### src/rtl/r48_fill_pkg.sv
package r48_fill_pkg;

    localparam int STATE_W   = 48;
    localparam int WORD_W    = 32;
    localparam int SEED_W    = 32;
    localparam int ADDR_W    = 64;
    localparam int PAGE_BITS = 12;
    localparam int LOW_W     = WORD_W - 1;
    localparam int TAP_LO    = STATE_W - LOW_W;

    localparam logic [STATE_W-1:0] LCG_MULT  = 48'h0005_DEEC_E66D;
    localparam logic [STATE_W-1:0] LCG_INC   = 48'h0000_0000_000B;
    localparam logic [15:0]        SEED_TAIL = 16'h330E;

    // split point of the multiplier for the two-stage product
    localparam int MSPLIT = 18;
    localparam int HI_W   = STATE_W - MSPLIT;

    typedef enum logic [1:0] {
        PH_IDLE,
        PH_FIRST,
        PH_SECOND
    } phase_e;

    typedef struct packed {
        logic [WORD_W-1:0] word;
        logic [ADDR_W-1:0] addr;
    } fill_res_t;

    function automatic logic [STATE_W-1:0] lcg_advance(input logic [STATE_W-1:0] s);
        return s * LCG_MULT + LCG_INC;
    endfunction

    function automatic logic [SEED_W-1:0] addr_key(input logic [SEED_W-1:0] job,
                                                   input logic [ADDR_W-1:0] a);
        return job ^ a[ADDR_W-1:SEED_W] ^ a[SEED_W-1:0];
    endfunction

    function automatic logic [STATE_W-1:0] seed_expand(input logic [SEED_W-1:0] v);
        return {v, SEED_TAIL};
    endfunction

endpackage

### src/rtl/r48_lcg_unit.sv
module r48_lcg_unit
    import r48_fill_pkg::*;
#(
    parameter bit PIPE_MUL = 1'b1
) (
    input  logic               clk,
    input  logic               rst,
    input  logic               flush_i,
    input  logic               go_i,
    input  logic [STATE_W-1:0] seed_i,
    output logic               done_o,
    output logic [STATE_W-1:0] state_o
);

    generate
        if (PIPE_MUL) begin : g_two
            logic [STATE_W-1:0] lo_q;
            logic [HI_W-1:0]    hi_q;
            logic [STATE_W-1:0] res_q;
            logic               v0_q;
            logic               v1_q;

            always_ff @(posedge clk) begin
                if (rst || flush_i) begin
                    v0_q <= 1'b0;
                    v1_q <= 1'b0;
                end else begin
                    v0_q <= go_i;
                    v1_q <= v0_q;
                end
            end

            always_ff @(posedge clk) begin
                if (rst) begin
                    lo_q  <= '0;
                    hi_q  <= '0;
                    res_q <= '0;
                end else begin
                    if (go_i) begin
                        lo_q <= seed_i * {{(STATE_W-MSPLIT){1'b0}}, LCG_MULT[MSPLIT-1:0]};
                        hi_q <= seed_i[HI_W-1:0] *
                                {{(HI_W-17){1'b0}}, LCG_MULT[MSPLIT+16:MSPLIT]};
                    end
                    if (v0_q) begin
                        res_q <= lo_q + {hi_q, {MSPLIT{1'b0}}} + LCG_INC;
                    end
                end
            end

            assign done_o  = v1_q;
            assign state_o = res_q;

            AST_ONE_IN_FLIGHT: assert property (@(posedge clk) disable iff (rst)
                !(v0_q && v1_q));

            AST_DONE_FOLLOWS_GO: assert property (@(posedge clk) disable iff (rst)
                (go_i && !flush_i) |=> !done_o);
        end else begin : g_one
            logic [STATE_W-1:0] res_q;
            logic               v_q;

            always_ff @(posedge clk) begin
                if (rst || flush_i) v_q <= 1'b0;
                else                v_q <= go_i;
            end

            always_ff @(posedge clk) begin
                if (rst)       res_q <= '0;
                else if (go_i) res_q <= lcg_advance(seed_i);
            end

            assign done_o  = v_q;
            assign state_o = res_q;

            AST_DONE_FOLLOWS_GO: assert property (@(posedge clk) disable iff (rst)
                (go_i && !flush_i) |=> done_o);
        end
    endgenerate

endmodule

### src/rtl/r48_addr_track.sv
module r48_addr_track #(
    parameter int AW = 64,
    parameter int PW = 12
) (
    input  logic          clk,
    input  logic          rst,
    input  logic          load_i,
    input  logic [AW-1:0] addr_i,
    input  logic          adv_i,
    output logic [AW-1:0] cur_o,
    output logic          first_o,
    output logic          page_start_o
);

    logic [AW-1:0] cur_q;
    logic          first_q;

    always_ff @(posedge clk) begin
        if (rst) begin
            cur_q   <= '0;
            first_q <= 1'b1;
        end else if (load_i) begin
            cur_q   <= addr_i;
            first_q <= 1'b1;
        end else if (adv_i) begin
            cur_q   <= cur_q + AW'(1);
            first_q <= 1'b0;
        end
    end

    assign cur_o        = cur_q;
    assign first_o      = first_q;
    assign page_start_o = (cur_q[PW-1:0] == '0);

    AST_ADDR_INC: assert property (@(posedge clk) disable iff (rst)
        (adv_i && !load_i) |=> (cur_o == $past(cur_o) + AW'(1)));

    AST_FIRST_CLEARS: assert property (@(posedge clk) disable iff (rst)
        (adv_i && !load_i) |=> !first_o);

    AST_LOAD_ADDR: assert property (@(posedge clk) disable iff (rst)
        load_i |=> (first_o && cur_o == $past(addr_i)));

endmodule

### src/rtl/r48_fill_gen.sv
module r48_fill_gen
    import r48_fill_pkg::*;
#(
    parameter bit PIPE_MUL = 1'b1
) (
    input  logic              clk,
    input  logic              rst,
    input  logic              load_i,
    input  logic              addr_mode_i,
    input  logic [SEED_W-1:0] job_seed_i,
    input  logic [ADDR_W-1:0] start_addr_i,
    input  logic              step_i,
    output logic              busy_o,
    output logic              rdy_o,
    output logic [WORD_W-1:0] word_o,
    output logic [7:0]        byte_o,
    output logic [ADDR_W-1:0] byte_addr_o
);

    phase_e             phase_q;
    fill_res_t          res_q;
    logic               rdy_q;
    logic [STATE_W-1:0] state_q;
    logic [SEED_W-1:0]  job_q;
    logic               mode_q;
    logic [LOW_W-1:0]   lo_q;

    logic [ADDR_W-1:0]  cur_addr;
    logic               first_byte;
    logic               page_start;

    logic               accept;
    logic               reseed;
    logic [STATE_W-1:0] base_state;
    logic               lcg_go;
    logic [STATE_W-1:0] lcg_seed;
    logic               lcg_done;
    logic [STATE_W-1:0] lcg_state;
    logic               finish;

    r48_addr_track #(
        .AW (ADDR_W),
        .PW (PAGE_BITS)
    ) u_addr (
        .clk          (clk),
        .rst          (rst),
        .load_i       (load_i),
        .addr_i       (start_addr_i),
        .adv_i        (finish),
        .cur_o        (cur_addr),
        .first_o      (first_byte),
        .page_start_o (page_start)
    );

    always_comb begin
        accept     = (phase_q == PH_IDLE) && step_i && !load_i;
        reseed     = mode_q && (first_byte || page_start);
        base_state = reseed ? seed_expand(addr_key(job_q, cur_addr)) : state_q;
        lcg_go     = accept || ((phase_q == PH_FIRST) && lcg_done && !load_i);
        lcg_seed   = (phase_q == PH_IDLE) ? base_state : lcg_state;
        finish     = (phase_q == PH_SECOND) && lcg_done && !load_i;
    end

    r48_lcg_unit #(
        .PIPE_MUL (PIPE_MUL)
    ) u_lcg (
        .clk     (clk),
        .rst     (rst),
        .flush_i (load_i),
        .go_i    (lcg_go),
        .seed_i  (lcg_seed),
        .done_o  (lcg_done),
        .state_o (lcg_state)
    );

    always_ff @(posedge clk) begin
        if (rst) begin
            phase_q <= PH_IDLE;
            rdy_q   <= 1'b0;
            res_q   <= '0;
            state_q <= '0;
            job_q   <= '0;
            mode_q  <= 1'b0;
            lo_q    <= '0;
        end else if (load_i) begin
            phase_q <= PH_IDLE;
            rdy_q   <= 1'b0;
            job_q   <= job_seed_i;
            mode_q  <= addr_mode_i;
            state_q <= seed_expand(job_seed_i);
        end else begin
            unique case (phase_q)
                PH_IDLE: begin
                    if (step_i) begin
                        phase_q <= PH_FIRST;
                        rdy_q   <= 1'b0;
                    end
                end
                PH_FIRST: begin
                    if (lcg_done) begin
                        lo_q    <= lcg_state[STATE_W-1:TAP_LO];
                        phase_q <= PH_SECOND;
                    end
                end
                PH_SECOND: begin
                    if (lcg_done) begin
                        res_q.word <= {lcg_state[WORD_W-1], lo_q};
                        res_q.addr <= cur_addr;
                        state_q    <= lcg_state;
                        rdy_q      <= 1'b1;
                        phase_q    <= PH_IDLE;
                    end
                end
                default: phase_q <= PH_IDLE;
            endcase
        end
    end

    assign busy_o      = (phase_q != PH_IDLE);
    assign rdy_o       = rdy_q;
    assign word_o      = res_q.word;
    assign byte_o      = res_q.word[7:0];
    assign byte_addr_o = res_q.addr;

    AST_RDY_BUSY_EXCL: assert property (@(posedge clk) disable iff (rst)
        !(rdy_o && busy_o));

    AST_BUSY_RESOLVES: assert property (@(posedge clk) disable iff (rst)
        (busy_o && !load_i) |=> (busy_o || rdy_o));

    AST_RESULT_HOLDS: assert property (@(posedge clk) disable iff (rst)
        (rdy_o && !step_i && !load_i) |=> (rdy_o && $stable(word_o) && $stable(byte_addr_o)));

    AST_LOAD_WINS: assert property (@(posedge clk) disable iff (rst)
        load_i |=> (!busy_o && !rdy_o));

    AST_DONE_ONLY_RUNNING: assert property (@(posedge clk) disable iff (rst)
        lcg_done |-> (phase_q != PH_IDLE));

    AST_BUSY_STEP_NO_RESTART: assert property (@(posedge clk) disable iff (rst)
        (phase_q == PH_SECOND && !lcg_done && step_i && !load_i) |=> (phase_q == PH_SECOND));

endmodule

### config.mk
export PLATFORM = sky130hd
export DESIGN_NAME = r48_fill_gen
export DESIGN_NICKNAME = d
export VERILOG_FILES = /design/src/rtl/r48_fill_pkg.sv /design/src/rtl/r48_lcg_unit.sv /design/src/rtl/r48_addr_track.sv /design/src/rtl/r48_fill_gen.sv
export SDC_FILE = /design/constraint.sdc
export NUM_CORES = 2
export LEC_CHECK = 0
export ABC_AREA = 1
export CAP_MARGIN = 5
export CORE_MARGIN = 2
export CORE_UTILIZATION = 55
export CTS_CLUSTER_DIAMETER = 30
export DETAILED_ROUTE_END_ITERATION = 12
export DONT_BUFFER_PORTS = 1
export GPL_ROUTABILITY_DRIVEN = 0
export PLACE_DENSITY = 0.7
export SLEW_MARGIN = 20
export SYNTH_ARGS = -nofsm -noshare
export SYNTH_HDL_FRONTEND = slang
export SYNTH_SLANG_ARGS = --single-unit
### constraint.sdc
create_clock -name clk -period 7.9 [get_ports clk]
set_input_delay 1.58 -clock clk [delete_from_list [all_inputs] [get_ports clk]]
set_output_delay 1.58 -clock clk [all_outputs]
set_load 0.005 [all_outputs]
==> results.md <==
- Vias in the first global route: 33700
- Worst Clk Skew: 0.0390 ns
- Largest net degree at the start of global routing: 212
- Slew @ Worst Pin: 1.08 ns
- Critical path class: reg -> reg
- Synthesized area per cell: 7.73 µm²
- Post-synth EDFFs: 0
- Layout Nets: 5776
- Drt wl/cell: 21.6 µm
- CP most frequent cell: inv_1
- Synthesis-to-layout area growth: 11.8%
- Initial antenna violation count: 6
- Share of layout cells above drive strength 1: 0.0744
- Seq cells post-synth: 403
- H-tree depth: 3
- Worst Setup End Kind: register
- Gr usage total: 0.364
- # fillers: 6130
- Final Cell Area: 42900 µm²
- Synth warnings: 0
- Via-to-Cell Ratio: 5.70
- Core Region: 68800 µm²
- Final setup fails: 0
- Initial Util: 0.557
- Vias: 34100
- Tcrit/Tclk final: 0.972
- Hold slack final: 0.474 ns
- Die Span X: 268 µm
- Hold_sp: job_q[1]
- Worst Slack Setup Final: 0.225 ns
- Root Buffer: clkbuf_16
- Yosys cell types: 65
- Clk pin slew, worst setup/hold paths: 0.05 ns
- DRT Pass-1 Iters: 6
- CP Launch Type: register
- Rows: 96
- Drt total wl: 129000 µm
- Initial DRC count: 3124
- Worst slack at placement: -0.265 ns
- CTS Buf Count: 90
- Hold violation count in the final report: 0
- First-pass GRT wire length: 197000 µm
- Clk_lat worst skew: 0.65 ns
- Worst Hold Class: reg -> reg
- Most frequent cells in the layout: inv_1 (1035), nand2_1 (691), nor2_1 (426)
- Status: completed
- Crit path max-delay family: adder cells
- Max Cap Viol: 0
- CTS tree: built
- Post-DP HPWL: 102000 µm
- Worst path slowest cell: a21boi_0
- Detail Route Antenna Nets: 0
- Rel. slew slack: 0.280
- Gr ovfl total: 0
- Fin crit period: 7.68 ns
- Max-slew violations: 0
- Post-synth net total: 5775
- Crit-path max cell delay: 0.78 ns
- Req. time, crit path: 8.41 ns
- Die ar.: 71900 µm²
- CTS Buffer Depth: 3
- CP max FO: 26
- CTS sink count: 403
- Mapped cell area: 38400 µm²
- Die Y: 268 µm
- CP bufs+invs: 9
- Io pins: 207
- RR Startpoint: u_addr.cur_o[1]
- Register area share after synthesis: 0.210
- Setup crit start: u_addr.cur_o[1]
- Final core utilization: 0.623
- Post-synth top flop: dfxtp_1
- Placed cell area: 39500 µm²
- # port buffers: 0
- DRC Markers: 0
- Syn Inst Count: 4965
- Ys async rst share: 0
- Highest clock rate: 130 MHz
- Data arrival time of the critical path: 8.18 ns
- Commonest non-fill, non-tap cell in the layout: inv_1
## per-stage QoR
step / setup TNS [ns] / std cells
2_1_floorplan: 0 / 4965
3_3_place_gp: -0.305 / 5804
3_5_place_dp: -0.483 / 5804
4_1_cts: 0 / 5972
5_1_grt: -0.0152 / 5974
6_report: 0 / 5975
## repair_timing
action,CTS,global route
setup buffers,0,1
resized for setup,2,21
hold buffers,0,0
pin swaps,0,1
setup endpoints to repair,4,22
## cell families after synthesis
logic type	share of synthesized area
xor+xnor	0.0438
fa+ha+maj	0.314
simple gates	0.163
flops	0.210
compound gates	0.145
buf+inv	0.124
## state kept, by name (all words and copies together) (netlist names)
signal,cells
byte_addr_o,64
u_addr.cur_o,64
state_q,48
u_lcg.state_o,48
u_lcg.g_two.lo_q,47
job_q,32
word_o,32
lo_q,31
u_lcg.g_two.hi_q,30
phase_q,2
mode_q,1
rdy_o,1
u_addr.first_o,1
u_lcg.done_o,1
u_lcg.g_two.v0_q,1
## worst register-to-register path, delay by kind of cell (launching register included)
kind                       cells  cell delay (ns)
AOI/OAI and AO/OA              6             2.23
adders and majority gates      8             3.10
buffers and inverters          9             0.89
DFF                            1             0.34
and+or+nand+nor               10             1.02
## per-layer routing
metal | track usage | vias to the layer above | part of all wire | routed length (µm)
li1 | - | 15700 | - | -
met1 | 0.456 | 16300 | 0.39 | 50400
met2 | 0.563 | 1686 | 0.44 | 56700
met3 | 0.101 | 395 | 0.10 | 13400
met4 | 0.219 | 6 | 0.068 | 8840
met5 | 0 | - | 0.00031 | 40
## cell usage after synthesis (14+ instances only)
cell      instances  share of area
a211oi_1         14         0.0027
a21o_1           26         0.0051
a21oi_1         302          0.039
a31oi_1          70          0.011
buf_2            19         0.0025
clkbuf_1        128          0.013
dfxtp_1         403           0.21
fa_1            423           0.22
ha_1            286          0.093
inv_1          1038           0.10
inv_2            21         0.0021
nand2_1         693          0.068
nand3_1         160          0.021
nand4_1          27         0.0044
nor2_1          436          0.043
nor3_1           56         0.0073
nor4_1           22         0.0036
o211ai_1         56          0.011
o21ai_0         361          0.047
o21bai_1         24         0.0047
xnor2_1          64          0.015
xor2_1          128          0.029
## worst paths after layout
check                               to  slack, ns  depth (start not counted)
hold / removal                job_q[1]       0.47                          2
setup / recovery  u_lcg.g_two.lo_q[47]       0.22                         33
setup reg to reg  u_lcg.g_two.lo_q[47]       0.22                         33
hold reg to reg               job_q[1]       0.47                          2
## area by class of cell
type / instances / area, µm² / share of cell area
antenna: 2 / 5.00 / 0.000117
clock buffer: 109 / 2440 / 0.0570
clock inverter: 59 / 871 / 0.0203
inverter: 1064 / 4000 / 0.0933
multi-input combinational: 3324 / 25600 / 0.598
sequential: 403 / 8070 / 0.188
tap: 931 / 1160 / 0.0272
timing repair buffer: 83 / 686 / 0.0160
Power is left out: the tool's default activity adds up to more than one toggle a clock period on the data nets, which glitch-free logic cannot reach.
